==> config.mk <==
export PLATFORM = sky130hd
export DESIGN_NAME = way_age_repl
export DESIGN_NICKNAME = d
export VERILOG_FILES = /design/src/rtl/repl_pkg.sv /design/src/rtl/repl_lfsr.sv /design/src/rtl/repl_age_bank.sv /design/src/rtl/repl_victim_sel.sv /design/src/rtl/way_age_repl.sv
export SDC_FILE = /design/constraint.sdc
export NUM_CORES = 1
export LEC_CHECK = 0
export BUFFER_PORTS_ARGS = -buffer_cell sky130_fd_sc_hd__buf_2
export CELL_PAD_IN_SITES_DETAIL_PLACEMENT = 1
export CELL_PAD_IN_SITES_GLOBAL_PLACEMENT = 1
export CORE_UTILIZATION = 55
export CTS_CLUSTER_DIAMETER = 150
export CTS_CLUSTER_SIZE = 16
export DETAILED_ROUTE_END_ITERATION = 10
export PLACE_DENSITY = 0.89
export SYNTH_ARGS = -nofsm -noshare
export SYNTH_HDL_FRONTEND = slang
export SYNTH_HIERARCHICAL = 1
export SYNTH_SLANG_ARGS = --single-unit
==> constraint.sdc <==
create_clock -name clk -period 5.8 [get_ports clk]
set_input_delay 1.16 -clock clk [delete_from_list [all_inputs] [get_ports clk]]
set_output_delay 1.16 -clock clk [all_outputs]
set_load 0.01 [all_outputs]
==> src/rtl/repl_pkg.sv <==
`timescale 1ns/1ps
package repl_pkg;
  localparam int WAYS    = 4;
  localparam int WAY_W   = $clog2(WAYS);
  localparam int AGE_W   = $clog2(WAYS);
  localparam logic [AGE_W-1:0] AGE_MAX = '1;

  typedef logic [WAY_W-1:0]            way_t;
  typedef logic [AGE_W-1:0]            age_t;
  typedef age_t [WAYS-1:0]             age_vec_t;
  typedef logic [WAYS-1:0]             valid_vec_t;

  // New ages after a touch of way w. An invalid touched way ranks above
  // every age, so all valid, unsaturated ways get older on a fill into it.
  function automatic age_vec_t age_after_touch(age_vec_t a, valid_vec_t v, way_t w);
    age_vec_t        r;
    logic [AGE_W:0]  ref_age;
    ref_age = v[w] ? {1'b0, a[w]} : {1'b1, {AGE_W{1'b0}}};
    r = a;
    for (int i = 0; i < WAYS; i++) begin
      if (way_t'(i) == w)
        r[i] = '0;
      else if (v[i] && ({1'b0, a[i]} < ref_age) && (a[i] != AGE_MAX))
        r[i] = a[i] + 1'b1;
    end
    return r;
  endfunction

  // Highest counter wins; strict compare keeps the lowest index on ties.
  function automatic way_t oldest_way(age_vec_t a);
    way_t best;
    age_t top;
    best = '0;
    top  = a[0];
    for (int i = 1; i < WAYS; i++) begin
      if (a[i] > top) begin
        top  = a[i];
        best = way_t'(i);
      end
    end
    return best;
  endfunction

  // Lowest-numbered invalid way (meaningful only if one exists).
  function automatic way_t first_invalid(valid_vec_t v);
    way_t f;
    f = '0;
    for (int i = WAYS - 1; i >= 0; i--) begin
      if (!v[i]) f = way_t'(i);
    end
    return f;
  endfunction
endpackage

==> src/rtl/repl_lfsr.sv <==
`timescale 1ns/1ps
module repl_lfsr
  import repl_pkg::*;
#(
  parameter int               LFSR_W    = 8,
  parameter logic [LFSR_W-1:0] LFSR_TAPS = 8'hB8
) (
  input  logic clk,
  input  logic rst_n,
  output way_t rnd_way
);
  logic [LFSR_W-1:0] state_q;

  always_ff @(posedge clk or negedge rst_n) begin
    if (!rst_n)
      state_q <= LFSR_W'(1);
    else if (state_q[0])
      state_q <= (state_q >> 1) ^ LFSR_TAPS;
    else
      state_q <= state_q >> 1;
  end

  assign rnd_way = state_q[WAY_W-1:0];


  lfsr_nonzero_chk: assert property (@(posedge clk) disable iff (!rst_n)
    state_q != '0);
endmodule

==> src/rtl/repl_age_bank.sv <==
`timescale 1ns/1ps
module repl_age_bank
  import repl_pkg::*;
#(
  parameter int NUM_SETS = 16,
  localparam int SET_W   = $clog2(NUM_SETS)
) (
  input  logic             clk,
  input  logic             rst_n,
  input  logic [SET_W-1:0] set_idx,
  input  logic             touch_en,
  input  logic             touch_fill,
  input  way_t             touch_way,
  output age_vec_t         rd_ages,
  output valid_vec_t       rd_valid
);
  age_vec_t   ages_q  [NUM_SETS];
  valid_vec_t valid_q [NUM_SETS];

  for (genvar s = 0; s < NUM_SETS; s++) begin : g_set
    logic sel_this;
    logic upd_this;
    logic [WAYS-1:0] at_max;

    assign sel_this = touch_en && (set_idx == SET_W'(s));
    // a hit on an invalid way is dropped
    assign upd_this = sel_this && (touch_fill || valid_q[s][touch_way]);

    always_ff @(posedge clk or negedge rst_n) begin
      if (!rst_n) begin
        ages_q[s]  <= '0;
        valid_q[s] <= '0;
      end else if (upd_this) begin
        ages_q[s] <= age_after_touch(ages_q[s], valid_q[s], touch_way);
        if (touch_fill) valid_q[s][touch_way] <= 1'b1;
      end
    end

    always_comb begin
      for (int i = 0; i < WAYS; i++) at_max[i] = (ages_q[s][i] == AGE_MAX);
    end


    one_oldest_chk: assert property (@(posedge clk) disable iff (!rst_n)
      (&valid_q[s]) |-> ($countones(at_max) == 1));
  end

  assign rd_ages  = ages_q[set_idx];
  assign rd_valid = valid_q[set_idx];

  // Named events for the checks below
  logic             eff_touch_q;
  logic             last_fill_q;
  logic [SET_W-1:0] last_set_q;
  way_t             last_way_q;
  logic             eff_touch;

  assign eff_touch = touch_en && (touch_fill || rd_valid[touch_way]);

  always_ff @(posedge clk or negedge rst_n) begin
    if (!rst_n) begin
      eff_touch_q <= 1'b0;
      last_fill_q <= 1'b0;
      last_set_q  <= '0;
      last_way_q  <= '0;
    end else begin
      eff_touch_q <= eff_touch;
      last_fill_q <= touch_en && touch_fill;
      last_set_q  <= set_idx;
      last_way_q  <= touch_way;
    end
  end


  touched_young_chk: assert property (@(posedge clk) disable iff (!rst_n)
    eff_touch_q |-> (ages_q[last_set_q][last_way_q] == '0));


  fill_valid_chk: assert property (@(posedge clk) disable iff (!rst_n)
    last_fill_q |-> valid_q[last_set_q][last_way_q]);
endmodule

==> src/rtl/repl_victim_sel.sv <==
`timescale 1ns/1ps
module repl_victim_sel
  import repl_pkg::*;
(
  input  age_vec_t   ages,
  input  valid_vec_t valid,
  input  logic       rand_mode,
  input  way_t       rnd_way,
  output way_t       sel_way,
  output logic       sel_from_invalid
);
  assign sel_from_invalid = !(&valid);

  always_comb begin
    if (sel_from_invalid)
      sel_way = first_invalid(valid);
    else if (rand_mode)
      sel_way = rnd_way;
    else
      sel_way = oldest_way(ages);
  end
endmodule

==> src/rtl/way_age_repl.sv <==
`timescale 1ns/1ps
module way_age_repl
  import repl_pkg::*;
#(
  parameter int               NUM_SETS  = 16,
  parameter int               LFSR_W    = 8,
  parameter logic [LFSR_W-1:0] LFSR_TAPS = 8'hB8,
  localparam int              SET_W     = $clog2(NUM_SETS)
) (
  input  logic             clk,
  input  logic             rst_n,
  input  logic [SET_W-1:0] set_idx,
  input  logic             touch_en,
  input  logic             touch_fill,
  input  logic [1:0]       touch_way,
  input  logic             pick_req,
  input  logic             rand_mode,
  output logic [1:0]       victim_way,
  output logic             victim_valid
);
  age_vec_t   cur_ages;
  valid_vec_t cur_valid;
  way_t       rnd_way;
  way_t       sel_way;
  logic       sel_from_invalid;

  repl_age_bank #(.NUM_SETS(NUM_SETS)) u_bank (
    .clk        (clk),
    .rst_n      (rst_n),
    .set_idx    (set_idx),
    .touch_en   (touch_en),
    .touch_fill (touch_fill),
    .touch_way  (touch_way),
    .rd_ages    (cur_ages),
    .rd_valid   (cur_valid)
  );

  repl_lfsr #(.LFSR_W(LFSR_W), .LFSR_TAPS(LFSR_TAPS)) u_lfsr (
    .clk     (clk),
    .rst_n   (rst_n),
    .rnd_way (rnd_way)
  );

  repl_victim_sel u_sel (
    .ages             (cur_ages),
    .valid            (cur_valid),
    .rand_mode        (rand_mode),
    .rnd_way          (rnd_way),
    .sel_way          (sel_way),
    .sel_from_invalid (sel_from_invalid)
  );

  // choice sampled from pre-touch state at the same edge as the update
  always_ff @(posedge clk or negedge rst_n) begin
    if (!rst_n) begin
      victim_way   <= '0;
      victim_valid <= 1'b0;
    end else begin
      victim_valid <= pick_req;
      if (pick_req) victim_way <= sel_way;
    end
  end


  valid_follows_pick_chk: assert property (@(posedge clk) disable iff (!rst_n)
    pick_req |=> victim_valid);

  no_spurious_valid_chk: assert property (@(posedge clk) disable iff (!rst_n)
    !pick_req |=> !victim_valid);

  invalid_first_chk: assert property (@(posedge clk) disable iff (!rst_n)
    (pick_req && sel_from_invalid) |-> !cur_valid[sel_way]);

  oldest_pick_chk: assert property (@(posedge clk) disable iff (!rst_n)
    (pick_req && !rand_mode && (&cur_valid)) |-> (cur_ages[sel_way] == AGE_MAX));
endmodule

Word level (Yosys, flattened, before mapping)
Index checks and enable logic that the tools add are counted.
Widths: inputs -> output; s select.
{"block": "classes", "n_addsub": 64, "n_lt_le_gt_ge": 70, "eq_ne": 82, "muxes": 232, "bitwise": 18, "reduce_logical": 324}
{"operator": "$mux 2", "n": 158}
{"operator": "$lt 2x3->1", "n": 64}
{"operator": "$logic_and 1x1->1", "n": 161}
{"operator": "$reduce_and 2->1", "n": 80}
{"operator": "$add 2x1->2 const B", "n": 64}
{"operator": "$ne 2x2->1 const B", "n": 64}
{"operator": "$reduce_bool 2->1", "n": 64}
{"operator": "$bmux 2 s2", "n": 16}
{"operator": "$or 4x4->4", "n": 16}
{"operator": "$mux 3", "n": 16}
{"operator": "$bmux 1 s2", "n": 16}
{"operator": "$bmux 8 s4", "n": 1}
{"operator": "$eq 4x4->1 const B", "n": 8}
{"operator": "$mux 8", "n": 3}
{"operator": "$mux 1", "n": 18}
{"operator": "$bmux 4 s4", "n": 1}
{"operator": "$eq 4x3->1 const B", "n": 4}
{"operator": "$logic_or 1x1->1", "n": 16}
{"operator": "$eq 4x2->1 const B", "n": 2}
{"operator": "$mux 4", "n": 2}
{"operator": "$gt 2x2->1", "n": 3}
{"operator": "$ge 5x5->1 const B", "n": 1}
{"operator": "$not 4->5", "n": 1}
{"operator": "$eq 2x2->1 const A", "n": 2}
{"operator": "9 further kinds", "n": 9}
{"block": "totals", "regBits": 203, "in_bits": 12, "output_inout_bits": 3, "wordCells": 873}

Logic depth before layout (Yosys ltp)
Gate-level depths: netlist of the first run.
{"block": "depth", "word_depth": 16, "mapped_depth": 20, "mapped_depth_nobuf": 17}

Hierarchy
Netlist of the first run, hierarchy kept.
{"module": "repl_age_bank", "instances": 1, "cells_per_inst": 1329, "area_each_um2": 14959.3}
{"module": "repl_victim_sel", "instances": 1, "cells_per_inst": 35, "area_each_um2": 290.3}
{"module": "repl_lfsr", "instances": 1, "cells_per_inst": 13, "area_each_um2": 242.7}
{"module": "way_age_repl", "instances": 1, "cells_per_inst": 5, "area_each_um2": 97.6}

Least setup slack after synthesis of the first run
Ideal clock, no wire load.
{"block": "synth_path", "path_type": "input to register", "startpoint": "in set_idx[1]", "endpoint": "reg victim_way[0]", "setup_ns": 0.125, "arrival_ns": 5.073, "setup_slack_ns": 0.602, "path_stages": 19, "n_path_buf": 3, "path_cell_list": "buf_2 -> buf_2 -> buf_1 -> mux4_2 -> mux4_2 -> inv_1 -> ha_1 -> nand2b_4 -> a21oi_2 -> a31oi_2 -> ha_1 -> inv_1 -> o22ai_2 -> mux2_2 -> ha_1 -> a2bb2oi_1 -> a311oi_1 -> o31ai_1 -> mux2_2"}
{"element": "start: declaration", "line": "way_age_repl.sv:12", "rtl": "input logic [SET_W-1:0] set_idx,"}
{"element": "end signal: assignment", "line": "way_age_repl.sv:60", "rtl": "if (pick_req) victim_way <= sel_way;"}
{"element": "end: declaration", "line": "way_age_repl.sv:18", "rtl": "output logic [1:0] victim_way,"}

==> run_results.csv, run 1 <==
group,metric,value,unit
clocking,path_clk_slew,0.08,ns
synthesis,ys_warn_count,6,
drt,viasPerCell,7.40,
drt,wire_per_inst,30.3,um
sta,rsz0062_at_grt,"false",
global_routing,grt_usage,37.7,%
worst_setup_path,crit_type,"input port to flip-flop",
pwr,leakagePower,0.00749,uW
clocking,cts_tree,"built",
floorplan,boundaryPins,15,
floorplan,die-area,29000,um2
clocking,postCtsSetupRepairBufs,0,
floorplan,coreArea,27900,um2
synthesis,async_reset_ff_share,100,%
sta,min_period,5.23,ns
sta,fmax,0.191,GHz
worst_setup_path,start_kind,"input port",
clocking,cts_root_buf,"clkbuf_16",
placed_design,place.gp.congestion,0.989,
global_routing,grt_pass1_vias,13900,
global_routing,grt_pass1_wl,82300,um
drt,met1_length,19400,um
global_routing,grt_max_degree,120,
sta,tightest_slew,1.19,ns
global_routing,grt-ovfl-total,0,
worst_setup_path,endpoint_kind,"flip-flop",
pwr,irDropWorstVdd,205,uV
drt,drt_iter0_markers,1547,
worst_setup_path,cp_cell_sequence,"buf_4 -> mux4_2 -> mux4_2 -> inv_1 -> ha_1 -> nand2b_4 -> a21oi_2 -> a31oi_2 -> ha_1 -> inv_1 -> o22ai_2 -> mux2_2 -> ha_1 -> a2bb2oi_1 -> a311oi_1 -> o31ai_1 -> mux2_2",
drt,final_antenna_net_count,0,
clocking,cts_buffers,16,
synthesis,syn_nets,1530,
synthesis,synth_edf_count,0,
global_routing,antenna_found_initial,3,
drt,wl_met2,25100,um
synthesis,ys_types,60,
clocking,clockBufferDepth,3,
pwr,pwr_density_cell,206,nW/um2
sta,hold_viol,0,
sta,whs,0.356,ns
final_layout,fin_util,58.7,%
drt,drc,0,
synthesis,ys_seq_area_share,32.6,%
clocking,htree_num_levels,1,
min_path,min_path_type,"flip-flop to flip-flop",
synthesis,synth_flop_cell,"dfrtp_1",
worst_setup_path,r2r_slack,1.24,ns
floorplan,die_h,170,um
clocking,worstSkewPairLatency,0.50,ns
floorplan,die_x,170,um
sta,clock_skew,0.0177,ns
floorplan,start_util,56.0,%
worst_setup_path,arrival,5.62,ns
placed_design,dp_hpwl,37500,um
floorplan,rows,61,
synthesis,synth_area,15600,um2
flow_run,maxCapViolCount,0,
final_layout,fill_cells,2894,
final_layout,drive_gt1_share,17.4,%
drt,routed.top_layer,"met5",
synthesis,synth_area_leaders,"dfrtp_1, mux4_2, ha_1",
synthesis,synth_top_area_share,32.4,%
synthesis,ys_ff_latch,203,
sta,setup_viol,0,
clocking,cts_hold_buf,0,
synthesis,syn_avg_cell_area,11.3,um2
synthesis,yosysTopAreaCell,"dfrtp_1",
sta,post-route-period-util,90.2,%
final_layout,area.growth.synth_to_final,4.86,%
drt,vias,12900,
worst_setup_path,crit_path_max_incr_delay,0.65,ns
clocking,cts.sink_count,203,
worst_setup_path,required,6.19,ns
synthesis,netlist_instances,1382,
sta,drv_slew,0,
drt,totalWireLength,53100,um
sta,relSlewSlack,20.2,%
sta,fin_setup_tns,0,ns
worst_setup_path,cp_max_fo,31,
clocking,post_cts_resized,0,
worst_setup_path,critPathMostFrequentCell,"ha_1",
drt,dr.pass1.iters,5,
placed_design,place.port_buffers,14,
status,outcome,"complete, no violations",
drt,wl_met3,4880,um
final_layout,nets,1512,
worst_setup_path,cp_slowest_cell,"mux4_2",
-- flip-flops by register name (all words and copies together), names as in the netlist --
name            cells
victim_way          2
u_lfsr/state_q      8
victim_valid        1
u_bank/valid_q     64
u_bank/ages_q     128
-- cells in the final DEF (no fill, tap or decap), types with 4 or more instances in the layout --
master and count:
clkbuf_1 6, mux4_2 91, or3_1 5, a21oi_1 68, a21o_1 112, o311ai_1 6
mux2_4 15, buf_4 23, ha_1 136, mux2i_1 36, dfrtp_1 202, mux2_2 48
buf_2 10, o311ai_0 26, clkbuf_16 17, o211ai_4 10, or4bb_1 5, inv_1 17
o21bai_1 12, nand4bb_1 11, a22o_1 60, nand4b_1 17, nand2b_1 131, nor2_1 139
o221ai_1 30, nand2_1 23, o22ai_1 4, nor3_1 64
-- worst paths after layout --
check                           depth (start not counted)                             end                            from
min in group asynchronous                               1  u_bank/ages_q[104]$_DFFE_PN0P_                           rst_n
worst min register to register                          0     u_lfsr/state_q[6]$_DFF_PN0_     u_lfsr/state_q[7]$_DFF_PN0_
max in group asynchronous                               2   u_bank/ages_q[21]$_DFFE_PN0P_                           rst_n
worst min-delay path                                    0     u_lfsr/state_q[6]$_DFF_PN0_     u_lfsr/state_q[7]$_DFF_PN0_
worst max-delay path                                   17       victim_way[0]$_DFFE_PN0P_                      set_idx[0]
worst max register to register                         16       victim_way[0]$_DFFE_PN0P_  u_bank/ages_q[123]$_DFFE_PN0P_
-- cells in the mapped netlist, types with 6 or more instances --
cell type	number
clkbuf_1	13
o21bai_1	12
mux2_4	15
buf_2	30
nand4bb_1	11
nor3_1	64
inv_1	17
o311ai_1	6
dfrtp_1	202
o311ai_0	26
a21oi_1	68
ha_1	136
mux4_2	91
a21o_1	112
nand4b_1	17
mux2i_1	36
mux2_2	48
nand2_1	23
buf_4	9
o221ai_1	30
buf_1	7
nand2b_1	132
nor2_1	140
a22o_1	60
o211ai_4	10
buf_6	6
-- logic make-up after synthesis --
logic type                 share of synthesized area (%)
AOI/OAI and AO/OA                                   17.9
xor gates and xnor gates                           0.169
adders and majority gates                           10.9
buffers and inverters                               3.33
DFF                                                 32.6
muxes                                               20.5
and+or+nand+nor                                     14.5
-- critical path, delay by kind of cell --
family / cells / cell delay [ns]
muxes: 4 / 1.82
adders and majority gates: 3 / 0.89
buffers and inverters: 3 / 0.60
AOI/OAI and AO/OA: 6 / 0.93
and+or+nand+nor: 1 / 0.19
-- power breakdown --
part	internal [uW]	switching, uW
combinational	251	420
clock	538	554
sequential	1480	119
total	2270	1090
-- through the flow --
stage / instance area (um2) / power [uW] / setup slack [ns] / cells
CTS: 16300 / 3360 / 0.655 / 1748
finish: 16300 / 3370 / 0.569 / 1751
floorplan: 15600 / 2030 / 0.602 / 1382
detailed placement: 15900 / 2270 / 0.295 / 1724
global route: 16300 / 3470 / 0.517 / 1751
global placement: 15900 / 2210 / 0.517 / 1724
-- layer usage --
metal / vias to the layer above / track usage (%)
li1: 5322 / -
met1: 6595 / 45.5
met2: 750 / 61.8
met3: 280 / 8.07
met4: 2 / 23.4
met5: - / 0
-- final cells by class --
| type | count | area, um2 | area share [%] |
|---|---|---|---|
| clock buffers | 23 | 448 | 2.74 |
| repair buffers | 35 | 256 | 1.57 |
| multi-input cells | 1091 | 10000 | 61.2 |
| well taps | 378 | 473 | 2.89 |
| inverters | 17 | 63.8 | 0.390 |
| clock inverters | 1 | 7.51 | 0.0459 |
| diodes | 3 | 7.51 | 0.0459 |
| flip-flops and latches | 203 | 5080 | 31.1 |
(Power assumes the default switching activity.)
==> run 2, diff against run 1 <==
--- a/config.mk
+++ b/config.mk
@@ -13,6 +13,7 @@
 export CTS_CLUSTER_SIZE = 16
 export DETAILED_ROUTE_END_ITERATION = 10
 export PLACE_DENSITY = 0.89
+export REMOVE_ABC_BUFFERS = 1
 export SYNTH_ARGS = -nofsm -noshare
 export SYNTH_HDL_FRONTEND = slang
 export SYNTH_HIERARCHICAL = 1
==> run 2 against run 1 <==
Net effect:
- utilization increased by 0.076 points
- global-route usage fell by 0.97 points
- non-clock buffer count increased by 2
- sequential power barely moved
- critical endpoint unchanged
- highest routed layer unchanged
==> run_results.csv, run 2 (same netlist as run 1, synthesis figures left out) <==
group,metric,value,unit
status,outcome,"complete, no violations",
placed_design,dp.cells,1726,
sta,setup_viol,0,
flow_run,maxCapViolCount,0,
drt,final_antenna_net_count,0,
drt,wl_met2,24700,um
worst_setup_path,cp_cell_sequence,"buf_4 -> buf_4 -> mux4_2 -> mux4_2 -> inv_1 -> ha_1 -> o21bai_4 -> a21oi_2 -> a31oi_2 -> ha_1 -> inv_1 -> o22ai_2 -> mux2_2 -> ha_1 -> a2bb2oi_1 -> a311oi_1 -> o31ai_1 -> mux2_2",
placed_design,dp_hpwl,37000,um
floorplan,die-area,29000,um2
clocking,cts_root_buf,"clkbuf_16",
clocking,cts_buffers,16,
clocking,post_cts_resized,0,
final_layout,antennaDiodeCount,0,
clocking,clockBufferDepth,3,
global_routing,grt_usage,36.7,%
sta,tightest_slew,1.14,ns
floorplan,start_util,56.0,%
sta,fmax,0.192,GHz
worst_setup_path,cp_slowest_cell,"mux4_2",
floorplan,boundaryPins,15,
pwr,irDropWorstVdd,173,uV
floorplan,die_x,170,um
drt,totalWireLength,52000,um
global_routing,grt_pass1_wl,80400,um
drt,viasPerCell,7.43,
drt,wire_per_inst,29.7,um
drt,drt_iter0_markers,1317,
worst_setup_path,arrival,5.59,ns
final_layout,area.growth.synth_to_final,4.99,%
sta,hold_viol,0,
clocking,htree_num_levels,1,
min_path,hold_path_depth,0,
final_layout,regMostFlops,"u_bank/ages_q",
worst_setup_path,endpoint_kind,"flip-flop",
floorplan,rows,61,
worst_setup_path,crit_type,"input port to flip-flop",
clocking,postCtsSetupRepairBufs,0,
worst_setup_path,start_kind,"input port",
sta,post-route-period-util,89.6,%
pwr,pwr_density_cell,205,nW/um2
global_routing,antenna_found_initial,2,
final_layout,final_common_cell,"dfrtp_1",
clocking,cts.sink_count,203,
clocking,worstSkewPairLatency,0.51,ns
sta,clock_skew,0.0106,ns
floorplan,die_h,170,um
floorplan,coreArea,27900,um2
drt,met1_length,19200,um
clocking,cts_tree,"built",
clocking,path_clk_slew,0.08,ns
sta,fin_ws,0.601,ns
clocking,cts_hold_buf,0,
min_path,min_path_type,"flip-flop to flip-flop",
placed_design,place.port_buffers,14,
worst_setup_path,required,6.19,ns
sta,fin_setup_tns,0,ns
drt,vias,13000,
final_layout,layout_common_cells,"dfrtp_1, nor2_1, ha_1",
drt,wl_met3,4820,um
final_layout,reg_top3,"u_bank/ages_q: 128 flops, u_bank/valid_q: 64 flops, u_lfsr/state_q: 8 flops",
drt,drc,0,
worst_setup_path,critPathMostFrequentCell,"ha_1",
sta,rsz0062_at_grt,"false",
drt,routed.top_layer,"met5",
sta,drv_slew,0,
pwr,leakagePower,0.00751,uW
final_layout,largest_reg_flops,128,
final_layout,drive_gt1_share,17.5,%
worst_setup_path,cp_max_fo,30,
final_layout,nets,1514,
final_layout,instances_no_fill,1749,
drt,dr.pass1.iters,5,
worst_setup_path,rr_worst_depth,16,
worst_setup_path,crit_path_max_incr_delay,0.47,ns
global_routing,grt_pass1_vias,13700,
placed_design,post-place-ws,0.215,ns
global_routing,grt-ovfl-total,0,
global_routing,grt_max_degree,118,
sta,min_period,5.20,ns
sta,relSlewSlack,23.6,%
placed_design,place.gp.congestion,0.900,
[run 2: worst paths after layout]
path	from	endpoint	slack, ns
min in group asynchronous	rst_n	u_bank/ages_q[113]$_DFFE_PN0P_	0.68
min	u_lfsr/state_q[3]$_DFF_PN0_	u_lfsr/state_q[2]$_DFF_PN0_	0.36
max in group asynchronous	rst_n	u_bank/ages_q[74]$_DFFE_PN0P_	3.98
max reg2reg	u_bank/ages_q[17]$_DFFE_PN0P_	victim_way[0]$_DFFE_PN0P_	1.35
max	set_idx[0]	victim_way[0]$_DFFE_PN0P_	0.60
min reg2reg	u_lfsr/state_q[3]$_DFF_PN0_	u_lfsr/state_q[2]$_DFF_PN0_	0.36
[run 2: per-stage QoR]
stage,hold slack (ns),total power (uW),cell area [um2],util (%)
floorplan,0.331,1970,15100,-
global placement,0.334,2210,15900,57.1
detailed placement,0.343,2270,15900,57.1
CTS,0.359,3340,16400,58.8
global route,0.360,3450,16400,58.8
finish,0.363,3350,16400,58.8
[run 2: metal layers]
metal	track usage [%]	vias up
met5	0	-
met4	20.3	4
met3	7.81	264
met2	60.5	776
met1	45.0	6628
li1	-	5326
[run 2: cell type report]
class	instances	area (um2)
Multi-Input combinational cell	1091	10000
Fill cell	2889	11500
Clock buffer	22	444
Clock inverter	1	7.51
Sequential cell	203	5080
Inverter	17	63.8
Timing Repair Buffer	37	284
Tap cell	378	473
[run 2: worst max-delay path, delay by kind of cell]
family / cells / cell delay [ns]
adders and majority gates: 3 / 0.82
AOI/OAI and AO/OA: 7 / 1.09
muxes: 4 / 1.51
buffers and inverters: 4 / 0.98
[run 2: where the power goes]
| part | internal (uW) | switching [uW] |
|---|---|---|
| Combinational | 252 | 410 |
| Sequential | 1480 | 123 |
| Clock | 535 | 550 |
| Total | 2270 | 1080 |
